--- src/rtl/vbi_sel_pkg.sv ---
`timescale 1ns/1ps
package vbi_sel_pkg;

    localparam int LINE_W = 5;
    localparam int CNT_W  = LINE_W + 1;
    localparam logic [CNT_W-1:0] CNT_SAT = CNT_W'(1 << LINE_W);

    typedef enum logic {
        FIELD_2 = 1'b0,
        FIELD_1 = 1'b1
    } field_e;

    typedef struct packed {
        logic both;
        logic pick_f1;
    } fld_ctl_t;

    typedef struct packed {
        logic [LINE_W-1:0] line;
        fld_ctl_t          fld;
    } line_cfg_t;

    function automatic logic field_pass(input fld_ctl_t c, input field_e f);
        return c.both || (c.pick_f1 == (f == FIELD_1));
    endfunction

    function automatic logic [CNT_W-1:0] count_step(input logic [CNT_W-1:0] c);
        return (c == CNT_SAT) ? CNT_SAT : c + CNT_W'(1);
    endfunction

    function automatic logic line_hit(input logic [CNT_W-1:0] c, input logic [LINE_W-1:0] l);
        return (c[CNT_W-1] == 1'b0) && (c[LINE_W-1:0] == l);
    endfunction

endpackage

--- src/rtl/vbi_edge_sync.sv ---
`timescale 1ns/1ps
module vbi_edge_sync #(
    parameter int STAGES = 2,
    parameter bit RISING = 1'b1
) (
    input  logic clk,
    input  logic rst,
    input  logic din,
    output logic edge_pulse
);
    logic [STAGES-1:0] sync_q;
    logic              last_q;

    always_ff @(posedge clk) begin
        if (rst) begin
            sync_q <= '0;
            last_q <= 1'b0;
        end else begin
            sync_q <= {sync_q[STAGES-2:0], din};
            last_q <= sync_q[STAGES-1];
        end
    end

    generate
        if (RISING) begin : g_rise
            assign edge_pulse = sync_q[STAGES-1] & ~last_q;
        end else begin : g_fall
            assign edge_pulse = ~sync_q[STAGES-1] & last_q;
        end
    endgenerate

    assert_single_R1: assert property (@(posedge clk) disable iff (rst)
        edge_pulse |=> !edge_pulse);
endmodule

--- src/rtl/vbi_line_count.sv ---
`timescale 1ns/1ps
module vbi_line_count
    import vbi_sel_pkg::*;
#(
    parameter int HALF_LINE_CLKS = 64,
    localparam int HC_W = $clog2(HALF_LINE_CLKS + 1)
) (
    input  logic             clk,
    input  logic             rst,
    input  logic             h_rise,
    input  logic             v_fall,
    output logic [CNT_W-1:0] cnt_next,
    output field_e           field
);
    logic [CNT_W-1:0] cnt_q;
    logic [HC_W-1:0]  hclk_q;
    field_e           field_q;

    assign cnt_next = count_step(cnt_q);
    assign field    = field_q;

    always_ff @(posedge clk) begin
        if (rst) begin
            cnt_q <= '0;
        end else if (v_fall) begin
            cnt_q <= '0;
        end else if (h_rise) begin
            cnt_q <= cnt_next;
        end
    end

    always_ff @(posedge clk) begin
        if (rst) begin
            hclk_q <= '0;
        end else if (h_rise) begin
            hclk_q <= '0;
        end else if (hclk_q != HC_W'(HALF_LINE_CLKS)) begin
            hclk_q <= hclk_q + HC_W'(1);
        end
    end

    always_ff @(posedge clk) begin
        if (rst) begin
            field_q <= FIELD_2;
        end else if (v_fall) begin
            field_q <= (hclk_q < HC_W'(HALF_LINE_CLKS)) ? FIELD_1 : FIELD_2;
        end
    end

    assert_clear_R2: assert property (@(posedge clk) disable iff (rst)
        v_fall |=> cnt_q == '0);
    assert_step_R1: assert property (@(posedge clk) disable iff (rst)
        (h_rise && !v_fall && cnt_q != CNT_SAT) |=> cnt_q == $past(cnt_q) + CNT_W'(1));
    assert_hold_R1: assert property (@(posedge clk) disable iff (rst)
        (!h_rise && !v_fall) |=> $stable(cnt_q));
    assert_no_overflow_R8: assert property (@(posedge clk) disable iff (rst)
        cnt_q <= CNT_SAT);
    assert_field_hold_R6: assert property (@(posedge clk) disable iff (rst)
        !v_fall |=> $stable(field_q));
endmodule

--- src/rtl/vbi_line_match.sv ---
`timescale 1ns/1ps
module vbi_line_match
    import vbi_sel_pkg::*;
(
    input  logic             clk,
    input  logic             rst,
    input  logic             h_rise,
    input  logic             v_fall,
    input  logic [CNT_W-1:0] cnt_next,
    input  line_cfg_t        cfg,
    input  field_e           field,
    output logic             strobe
);
    logic strobe_q;

    always_ff @(posedge clk) begin
        if (rst) begin
            strobe_q <= 1'b0;
        end else if (v_fall) begin
            strobe_q <= 1'b0;
        end else if (h_rise) begin
            strobe_q <= line_hit(cnt_next, cfg.line) && field_pass(cfg.fld, field);
        end
    end

    assign strobe = strobe_q;

    assert_hold_R9: assert property (@(posedge clk) disable iff (rst)
        (!h_rise && !v_fall) |=> $stable(strobe_q));
    assert_gate_R5: assert property (@(posedge clk) disable iff (rst)
        (h_rise && !field_pass(cfg.fld, field)) |=> !strobe_q);
    assert_vclr_R2: assert property (@(posedge clk) disable iff (rst)
        v_fall |=> !strobe_q);
endmodule

--- src/rtl/vbi_line_select.sv ---
`timescale 1ns/1ps
module vbi_line_select
    import vbi_sel_pkg::*;
#(
    parameter int HALF_LINE_CLKS = 64,
    parameter int SYNC_STAGES    = 2
) (
    input  logic              clk,
    input  logic              rst,
    input  logic              hsep_in,
    input  logic              vsep_in,
    input  logic [LINE_W-1:0] main_line,
    input  logic [1:0]        main_fld,
    input  logic [LINE_W-1:0] sub_line,
    input  logic [1:0]        sub_fld,
    input  logic              ref_sel,
    output logic              main_slice_en,
    output logic              sub_slice_en,
    output logic              ref_line_en,
    output logic              field_is_f1
);
    localparam int N_SEL = 3;

    logic             h_rise, v_fall;
    logic [CNT_W-1:0] cnt_next;
    field_e           field;
    line_cfg_t        cfg_main, cfg_sub;
    line_cfg_t        cfgs [N_SEL];
    logic [N_SEL-1:0] strobes;

    vbi_edge_sync #(.STAGES(SYNC_STAGES), .RISING(1'b1)) u_hsync (
        .clk(clk), .rst(rst), .din(hsep_in), .edge_pulse(h_rise));
    vbi_edge_sync #(.STAGES(SYNC_STAGES), .RISING(1'b0)) u_vsync (
        .clk(clk), .rst(rst), .din(vsep_in), .edge_pulse(v_fall));

    vbi_line_count #(.HALF_LINE_CLKS(HALF_LINE_CLKS)) u_count (
        .clk(clk), .rst(rst), .h_rise(h_rise), .v_fall(v_fall),
        .cnt_next(cnt_next), .field(field));

    assign cfg_main = '{line: main_line, fld: fld_ctl_t'(main_fld)};
    assign cfg_sub  = '{line: sub_line,  fld: fld_ctl_t'(sub_fld)};
    assign cfgs[0]  = cfg_main;
    assign cfgs[1]  = cfg_sub;
    assign cfgs[2]  = ref_sel ? cfg_sub : cfg_main;

    generate
        for (genvar i = 0; i < N_SEL; i++) begin : g_sel
            vbi_line_match u_match (
                .clk(clk), .rst(rst), .h_rise(h_rise), .v_fall(v_fall),
                .cnt_next(cnt_next), .cfg(cfgs[i]), .field(field),
                .strobe(strobes[i]));
        end
    endgenerate

    assign main_slice_en = strobes[0];
    assign sub_slice_en  = strobes[1];
    assign ref_line_en   = strobes[2];
    assign field_is_f1   = (field == FIELD_1);

    assert_ref_src_R7: assert property (@(posedge clk) disable iff (rst)
        ref_line_en |-> (main_slice_en || sub_slice_en));
endmodule

--- config.mk ---
export PLATFORM = sky130hd
export DESIGN_NAME = vbi_line_select
export DESIGN_NICKNAME = d
export VERILOG_FILES = /design/src/rtl/vbi_sel_pkg.sv /design/src/rtl/vbi_edge_sync.sv /design/src/rtl/vbi_line_count.sv /design/src/rtl/vbi_line_match.sv /design/src/rtl/vbi_line_select.sv
export SDC_FILE = /design/constraint.sdc
export NUM_CORES = 1
export LEC_CHECK = 0
export BUFFER_PORTS_ARGS = -buffer_cell sky130_fd_sc_hd__buf_2
export CAP_MARGIN = 30
export CORE_ASPECT_RATIO = 0.5
export CORE_UTILIZATION = 44
export DETAILED_ROUTE_END_ITERATION = 7
export PLACE_DENSITY = 0.66
export SYNTH_ARGS = -nofsm -noshare
export SYNTH_HDL_FRONTEND = slang
export SYNTH_SLANG_ARGS = --single-unit
--- constraint.sdc ---
create_clock -name clk -period 4.6 [get_ports clk]
set_input_delay 0.92 -clock clk [delete_from_list [all_inputs] [get_ports clk]]
set_output_delay 0.92 -clock clk [all_outputs]
set_load 0.005 [all_outputs]
* Word-level counts from Yosys, hierarchy flattened *
Index checks and enable logic that the tools add are counted.

operators by class
  $add $sub $neg = 2
  multiplexer cells = 3
  bitwise operators = 5
  reduce and logical (&&, ||, !) cells = 11
  equality and inequality tests = 8
  order comparisons = 1

operator list
  cell                   number
  $eq A5 B5 Y1           3
  $add A7 B1 Y7 const B  1
  $lt A7 B7 Y1 const B   1
  $mux W7                1
  $ne A7 B7 Y1 const B   1
  $add A6 B1 Y6 const B  1
  $eq A6 B6 Y1 const B   1
  $logic_and A1 B1 Y1    6
  $mux W6                1
  $reduce_or A2 Y1       2
  $eq A1 B1 Y1           3
  $logic_or A1 B1 Y1     3
  $not A1 Y1             3
  $and A1 B1 Y1          2
  $mux W1                1

storage, ports and cells
  output and inout bits = 4
  register bits = 23
  bits of input ports = 19
  logic and storage cells = 40

* Depth between registers and ports, before layout *
Gate-level depths: netlist of the first run.

  depth in word-level cells = 5
  depth in mapped cells = 7
  mapped depth without buffers = 7

* Cells and area by module *
Synthesis of the first run repeated with hierarchy kept, for this count alone.

second synthesis, totals
  cell total of the unflattened synthesis = 146
  area, all modules = 1,357.6 sq um

by module, submodules not included
  module           times used  area each (sq um)  seq. area each (sq um)  cells each
  vbi_line_count   1           728.2              280.3                   88
  vbi_line_match   3           112.6              20.0                    12
  vbi_edge_sync    2           87.6               60.1                    7
  vbi_line_select  1           116.4              0.0                     8

* Least setup slack after synthesis of the first run *
Ideal clock, no wire load.

  path kind = input -> register
  from = input ref_sel
  to = register g_sel[2].u_match.strobe_q
  data required time = 4.477 ns
  buffers on the path = 1
  setup time = 0.123 ns
  stages = 6
  slack = 2.668 ns
  data arrival time = 1.808 ns
  path through = buf_2 > or3b_1 > o311ai_0 > o21ai_1 > o211ai_1 > o31ai_2

on the way
  word-level cells in the longest chain between the ends = 4
  elaborated cells on any way between the ends = 6
  classes of those cells = eq/ne (2); mux (1); reduce/logical (3)

ends and longest elaborated chain
  element                                                           line                                  RTL
  start: declaration                                                vbi_line_select.sv:16                 input logic ref_sel,
  $mux W7 (*)                                                       vbi_line_select.sv:44                 assign cfgs[2] = ref_sel ? cfg_sub : cfg_main;
  $eq A5 B5 Y1 / $eq A1 B1 Y1 (equally long branches)               vbi_sel_pkg.sv:32, vbi_sel_pkg.sv:24
  $logic_and A1 B1 Y1 / $logic_or A1 B1 Y1 (equally long branches)  vbi_sel_pkg.sv:32, vbi_sel_pkg.sv:24
  $logic_and A1 B1 Y1 (*)                                           vbi_line_match.sv:22                  strobe_q <= line_hit(cnt_next, cfg.line) && field_pass(cfg.fld, field);
  end signal: assignment                                            vbi_line_match.sv:22
  end: declaration                                                  vbi_line_match.sv:14                  logic strobe_q;

Mark *: on every way between the ends. The rest lies on a longest branch, timed or not.
A chain may end at the register's enable or synchronous reset.

* Worst setup path after layout of the first run *
  from = register u_count.cnt_q[0]
  to = register g_sel[0].u_match.strobe_q

on the way
  word-level cells in the longest chain between the ends = 5
  elaborated cells on any way between the ends = 7
  classes of those cells = add/sub (1); eq/ne (2); mux (1); bitwise (1); reduce/logical (2)

ends and longest elaborated chain
  element                                               line                   RTL
  start: declaration                                    vbi_line_count.sv:15   logic [CNT_W-1:0] cnt_q;
  start signal: assignment                              vbi_line_count.sv:28   cnt_q <= cnt_next;
  $add A6 B1 Y6 / $eq A6 B6 Y1 (equally long branches)  vbi_sel_pkg.sv:28      return (c == CNT_SAT) ? CNT_SAT : c + CNT_W'(1);
  $mux W6 (*)                                           vbi_sel_pkg.sv:28
  net cnt_next[1]                                       vbi_line_select.sv:25  logic [CNT_W-1:0] cnt_next;
  $eq A5 B5 Y1 (*)                                      vbi_sel_pkg.sv:32      return (c[CNT_W-1] == 1'b0) && (c[LINE_W-1:0] == l);
  $logic_and A1 B1 Y1 (*)                               vbi_sel_pkg.sv:32
  $logic_and A1 B1 Y1 (*)                               vbi_line_match.sv:22
  end signal: assignment                                vbi_line_match.sv:22
  end: declaration                                      vbi_line_match.sv:14

Mark *: on every way through the listed nets, which the timed path passes. The rest lies on a longest branch.

==> out/results.ini, run 1 <==
[run_status]
status=finished, final reports clean

[clocking]
clkTransAtPathRegs_ns=0.08
cts-resized-gates=0
cts.sink_count=23
numCtsBuffers=3
clockRootBuffer=clkbuf_8
cts_tree=yes
cts_hold_buf=0
clk_path_buf_depth=2
postCtsSetupBuffers=0
htreeDepth=1
worstSkewPairLatency_ns=0.27

[worst_hold_path]
holdCritPathClass=flop to flop
whs_endpoint=u_hsync.sync_q[1]
hp-start=u_hsync.sync_q[0]
worstHoldPathCells=1

[worst_setup_path]
r2r_setup_slack_ns=2.65
crit_type=flop to flop
critPathRequiredTime_ns=4.81
cp.arrival_ns=2.16
worstPathMaxFanout=6
reg2reg_depth=7
cp-start-kind=flop
end_kind=flop
r2r_end=g_sel[0].u_match.strobe
r2r-start=u_count.cnt_q[0]

[power]
p_leak_nw=0.5948
combPwrFrac=0.133
ir_drop_v=0.0001469
p_switching_mw=0.09787
clock_power_share=0.330
switching_share=0.2518
p_seq_frac=0.537
p_int_mw=0.2908
power.total_mw=0.3887
p_per_area_nw_per_um2=256.3

[global_routing]
met3_usage=0.05333
met2_usage=0.2970
grt_first_pass_wirelength_um=3988
grt_util_met1=0.2029
top_usage_layer=met2
grt_max_degree=16
antenna_found_initial=0
grt_util_all_layers=0.1679
first_global_vias=899
grt-ovfl-total=0

[drt]
drcViolationCount=0
antenna_left=0
dr.pass1.iters=4
drt-wirelength-per-cell_um=11.39
vias_per_cell=5.053
dr_total_vias=1051
drtIter0Drc=19
routed_wl_um=2369

[floorplan]
die_h_um=41.12
start_util=0.4898
fp.dieArea_um2=3298
pin_count=23
row_count=13
core_area_um2=2749
fp.dieW_um=80.23

[sta]
finalSetupViolCount=0
rsz0062_at_grt=no
setup_tns_ns=0
worstMarginPinSlew_ns=0.9273
maxSlewHeadroom=0.3805
hold_viol=0
drv_slew=0
timing.fmax_mhz=511.5
layout_min_cycle_time_ns=1.955
fin_crit_sh=0.4250
final.setup_skew_ns=0.003421

[logic_synthesis]
yosys-top-cells-area=dfxtp_1 (34%), xnor2_1 (7.8%), xor2_1 (7.8%)
synth_nets=174
syn-instance-count=151
synth_area_um2=1346
synth_common_cells=dfxtp_1 (23), nor2_1 (19), xnor2_1 (12), xor2_1 (12)
ys_seq_area_frac=0.3420
syn_avg_cell_area_um2=8.916
synthArstFlopShare=0
synth_top_area_frac=0.3420
yosys.area.top_type=dfxtp_1
ys_warn_count=0
synth_edf_count=0
synth-seq-cells=23
yosysMostFrequentCell=dfxtp_1
synth.distinct_cells=45
synth_ff_type=dfxtp_1

[placement]
dp_hpwl_um=1913
port_buffers=22
dpl_cell_area_um2=1468
gp_congestion=0.7831

[cells_and_area]
nNetsFinal=195
syn_to_final_growth_pct=12.64
n_antenna_cell=0
drive_above_1_share=0.2047
final_area_um2=1516

[flow_run]
drv_cap=0

==> metal layers <==
metal | vias to the layer above | wire [um]
met4 | 0 | 0
met1 | 475 | 1210
met5 | - | 0
li1 | 559 | -
met2 | 17 | 1077
met3 | 0 | 81
==> critical path: stages (launching register included) <==
cell and delay [ns]:
dfxtp_1 0.45, inv_1 0.09, ha_1 0.37, xor2_1 0.18
a221oi_1 0.21, o221ai_1 0.17, a221o_1 0.29, o21ai_1 0.13
==> cells by family (layout without fill, tap and decap cells) <==
group,after synthesis,count (layout),share of synthesized area
AND/OR/NAND/NOR,56,56,0.2221
AO/OA/AOI/OAI,25,25,0.1468
XOR/XNOR,25,25,0.1682
flip-flops,23,23,0.3420
buffers and inverters,13,33,0.04554
multiplexers,5,5,0.03810
adder cells (fa/ha/maj),4,4,0.03718
==> power groups by stage <==
stage / clock network (mW) / registers (mW) / logic, mW
final: 0.128 / 0.209 / 0.0518
after global routing: 0.143 / 0.209 / 0.0586
after CTS: 0.134 / 0.209 / 0.0524
after detailed placement: 0 / 0.214 / 0.0522
after global placement: 0 / 0.213 / 0.0517
after floorplan: 0 / 0.212 / 0.0356
==> how the worst max path moves through the flow <==
stage               slack, ns                       to             start
finish                   2.65  g_sel[0].u_match.strobe  u_count.cnt_q[0]
global route             2.53  g_sel[1].u_match.strobe  u_count.cnt_q[0]
CTS                      2.64  g_sel[0].u_match.strobe  u_count.cnt_q[0]
global placement         2.50  g_sel[2].u_match.strobe               rst
detailed placement       2.44  g_sel[2].u_match.strobe               rst
floorplan                2.67  g_sel[2].u_match.strobe           ref_sel
==> layout by cell type, fill, tap and decap left out, drive strengths merged, types with 2 or more instances in the layout <==
master and instances:
nand2b 3, and3 2, xnor2 13, xor2 12, inv 7, o21ai 4
clkbuf 3, nand2 6, nor2 19, nand4 3, nand3 6, buf 22
o211ai 3, dfxtp 23, a21oi 6, nor3 3, a32o 2, ha 4
mux2i 4, nor2b 7
==> cell type report <==
cell class                 instances  area [um2]
inverter                           7       26.28
fill                             250        1232
tap                               37       46.29
timing repair buffer              22       110.1
clock buffer                       3       41.29
multi-input combinational        115       824.5
clock inverter                     1       7.507
sequential                        23       460.4
==> stage by stage <==
stage / worst slack [ns] / instances / hold WS [ns] / util
after floorplan: 2.668 / 151 / 0.4138 / -
after detailed placement: 2.437 / 204 / 0.4204 / 0.5339
after global routing: 2.526 / 208 / 0.4664 / 0.5517
final: 2.645 / 208 / 0.4409 / 0.5517
after CTS: 2.637 / 208 / 0.4414 / 0.5517
after global placement: 2.497 / 204 / 0.4195 / 0.5339
==> registers in the layout, indices dropped and copies added (netlist names) <==
signal                count
g_sel.u_match.strobe      3
u_count.cnt_q             6
u_count.field             1
u_count.hclk_q            7
u_hsync.last_q            1
u_hsync.sync_q            2
u_vsync.last_q            1
u_vsync.sync_q            2
No activity file was read; power rests on OpenSTA's default activity.
==> inputs of run 2 (changes only) <==
PLACE_DENSITY = 0.69   (was 0.66)
clock period = 1.6 ns   (was 4.6 ns; I/O delays follow)
==> run 2 against run 1 <==
- the flow now finishes with violations (setup timing)
- die area unchanged
- routed wire length increased by 18%
- via count increased by 11%
- fmax increased by 19%
- non-clock buffer count increased by 16
- sequential power increased to 2.9 times the previous value
- sequential share of layout area decreased by 2.9 points
- power increased to 2.9 times the previous value
- critical path type unchanged
==> out/results.ini, run 2 (synthesis results as in run 1) <==
[run_status]
status=finished with violations
violations=setup timing

[drt]
vias_per_cell=5.214
drt-wirelength-per-cell_um=12.53
drcViolationCount=0
dr.pass1.iters=4
drtIter0Drc=67
dr_total_vias=1168
antenna_left=0
routed_wl_um=2806

[clocking]
clk_path_buf_depth=2
clockRootBuffer=clkbuf_8
clkTransAtPathRegs_ns=0.09
worstSkewPairLatency_ns=0.27
cts.sink_count=23
cts_hold_buf=0
cts_tree=yes
htreeDepth=1
numCtsBuffers=3

[cells_and_area]
syn_to_final_growth_pct=26.67
layout_commonest_cell=buf_2
nNetsFinal=211
largest_reg_flops=7
fillers=232
largest_register=u_count.hclk_q
drive_above_1_share=0.3316
seq_area_um2=467.9
n_antenna_cell=0
final_cell_mix=buf_2 (22), dfxtp_1 (21), nor2_1 (19)
multi_input_area_um2=885.9

[power]
power.total_mw=1.139
p_leak_nw=0.6855
p_per_area_nw_per_um2=667.6
ir_drop_v=0.0004852

[sta]
fin_crit_sh=1.027
layout_min_cycle_time_ns=1.643
hold_viol=0
drv_slew=0
maxSlewHeadroom=0.7799
finalSetupViolCount=3
final.setup_skew_ns=0.008172
worstMarginPinSlew_ns=0.3267
timing.fmax_mhz=608.8
rsz0062_at_grt=yes
setup_ws_ns=-0.04267

[floorplan]
core_area_um2=2749
row_count=13
die_h_um=41.12
pin_count=23
start_util=0.4898
fp.dieArea_um2=3298
fp.dieW_um=80.23

[global_routing]
grt-ovfl-total=0
grt_max_degree=15
first_global_vias=1049
grt_first_pass_wirelength_um=4733
antenna_found_initial=0
grt_util_all_layers=0.1978

[worst_hold_path]
hp-start=hsep_in
holdCritPathClass=primary input to flop
worstHoldPathCells=2

[placement]
gp_congestion=0.8358
dp_hpwl_um=2195
pre_cts_ws_ns=-0.03129
port_buffers=22

[worst_setup_path]
cp.arrival_ns=1.83
path_buf_inv=0
r2r-start=u_count.cnt_q[1]
crit_family=compound AO/OA/AOI/OAI gates
crit_start=u_count.cnt_q[1]
worstPathMaxFanout=4
cp-start-kind=flop
r2r_setup_slack_ns=-0.04
reg2reg_depth=5
critPathRequiredTime_ns=1.79
end_kind=flop
crit_type=flop to flop
cp_num_cells=5
critPathSlowestCell=dfxtp_4
crit_chain=and3_2 > a31o_1 > a211oi_2 > o211ai_1 > o31ai_2
cp_slowest_stage_delay_ns=0.37

[flow_run]
drv_cap=0

-- run 2: cell count changes in the layout (fill, tap and decap cells not counted), moves of 2 or more --
cell and change:
buf_4 +16, dfxtp_1 -2, dfxtp_4 +2, ha_1 -2
ha_4 +2, inv_1 -2
-- run 2: worst paths after layout --
| kind | end |
|---|---|
| worst max-delay path | g_sel[2].u_match.strobe |
| worst min-delay path | u_hsync.sync_q[0] |
| worst max register to register | g_sel[2].u_match.strobe |
| worst min register to register | u_vsync.sync_q[1] |
-- run 2: cell type report --
| class | instances | share of cell area |
|---|---|---|
| sequential | 23 | 0.2744 |
| clock inverter | 1 | 0.002935 |
| inverter | 7 | 0.01687 |
| clock buffer | 3 | 0.02421 |
| timing repair buffer | 38 | 0.1350 |
| tap | 37 | 0.02715 |
| multi-input combinational | 115 | 0.5194 |
-- run 2: per-layer routing --
| layer | track usage | part of all wire | vias up |
|---|---|---|---|
| met2 | 0.3697 | 0.49 | 18 |
| met5 | 0 | 0 | - |
| li1 | - | - | 598 |
| met3 | 0.04000 | 0.031 | 2 |
| met1 | 0.2468 | 0.48 | 550 |
| met4 | 0.04018 | 0.0043 | 0 |
-- run 2: report_power, final --
part | total (mW) | switching, mW | leakage [nW] | internal (mW)
clock network | 0.362 | 0.188 | 0.0255 | 0.174
logic | 0.178 | 0.0879 | 0.472 | 0.0905
registers | 0.599 | 0.0138 | 0.189 | 0.585
-- run 2: what timing repair did --
item	CTS	global route
setup endpoints to repair	3	3
resized for setup	8	6
setup buffers	2	1
pin swaps	6	9
gates cloned	0	0
hold endpoints to repair	0	0
-- run 2: stage by stage --
step / hold slack (ns) / instance area (um2) / setup TNS (ns) / cells / util
5_1_grt: 0.2817 / 1705 / -0.3017 / 224 / 0.6204
2_1_floorplan: 0.4138 / 1368 / -0.007516 / 151 / -
4_1_cts: 0.2638 / 1674 / -0.03795 / 223 / 0.6090
3_5_place_dp: 0.4330 / 1587 / -0.07509 / 217 / 0.5772
3_3_place_gp: 0.4169 / 1587 / -0.0008723 / 217 / 0.5772
6_report: 0.2675 / 1705 / -0.08411 / 224 / 0.6204
-- run 2: worst reg2reg max path, delay by kind of cell (launching register included) --
family	cells	cell delay (ns)
compound gates	4	0.97
flops	1	0.37
simple gates	1	0.23
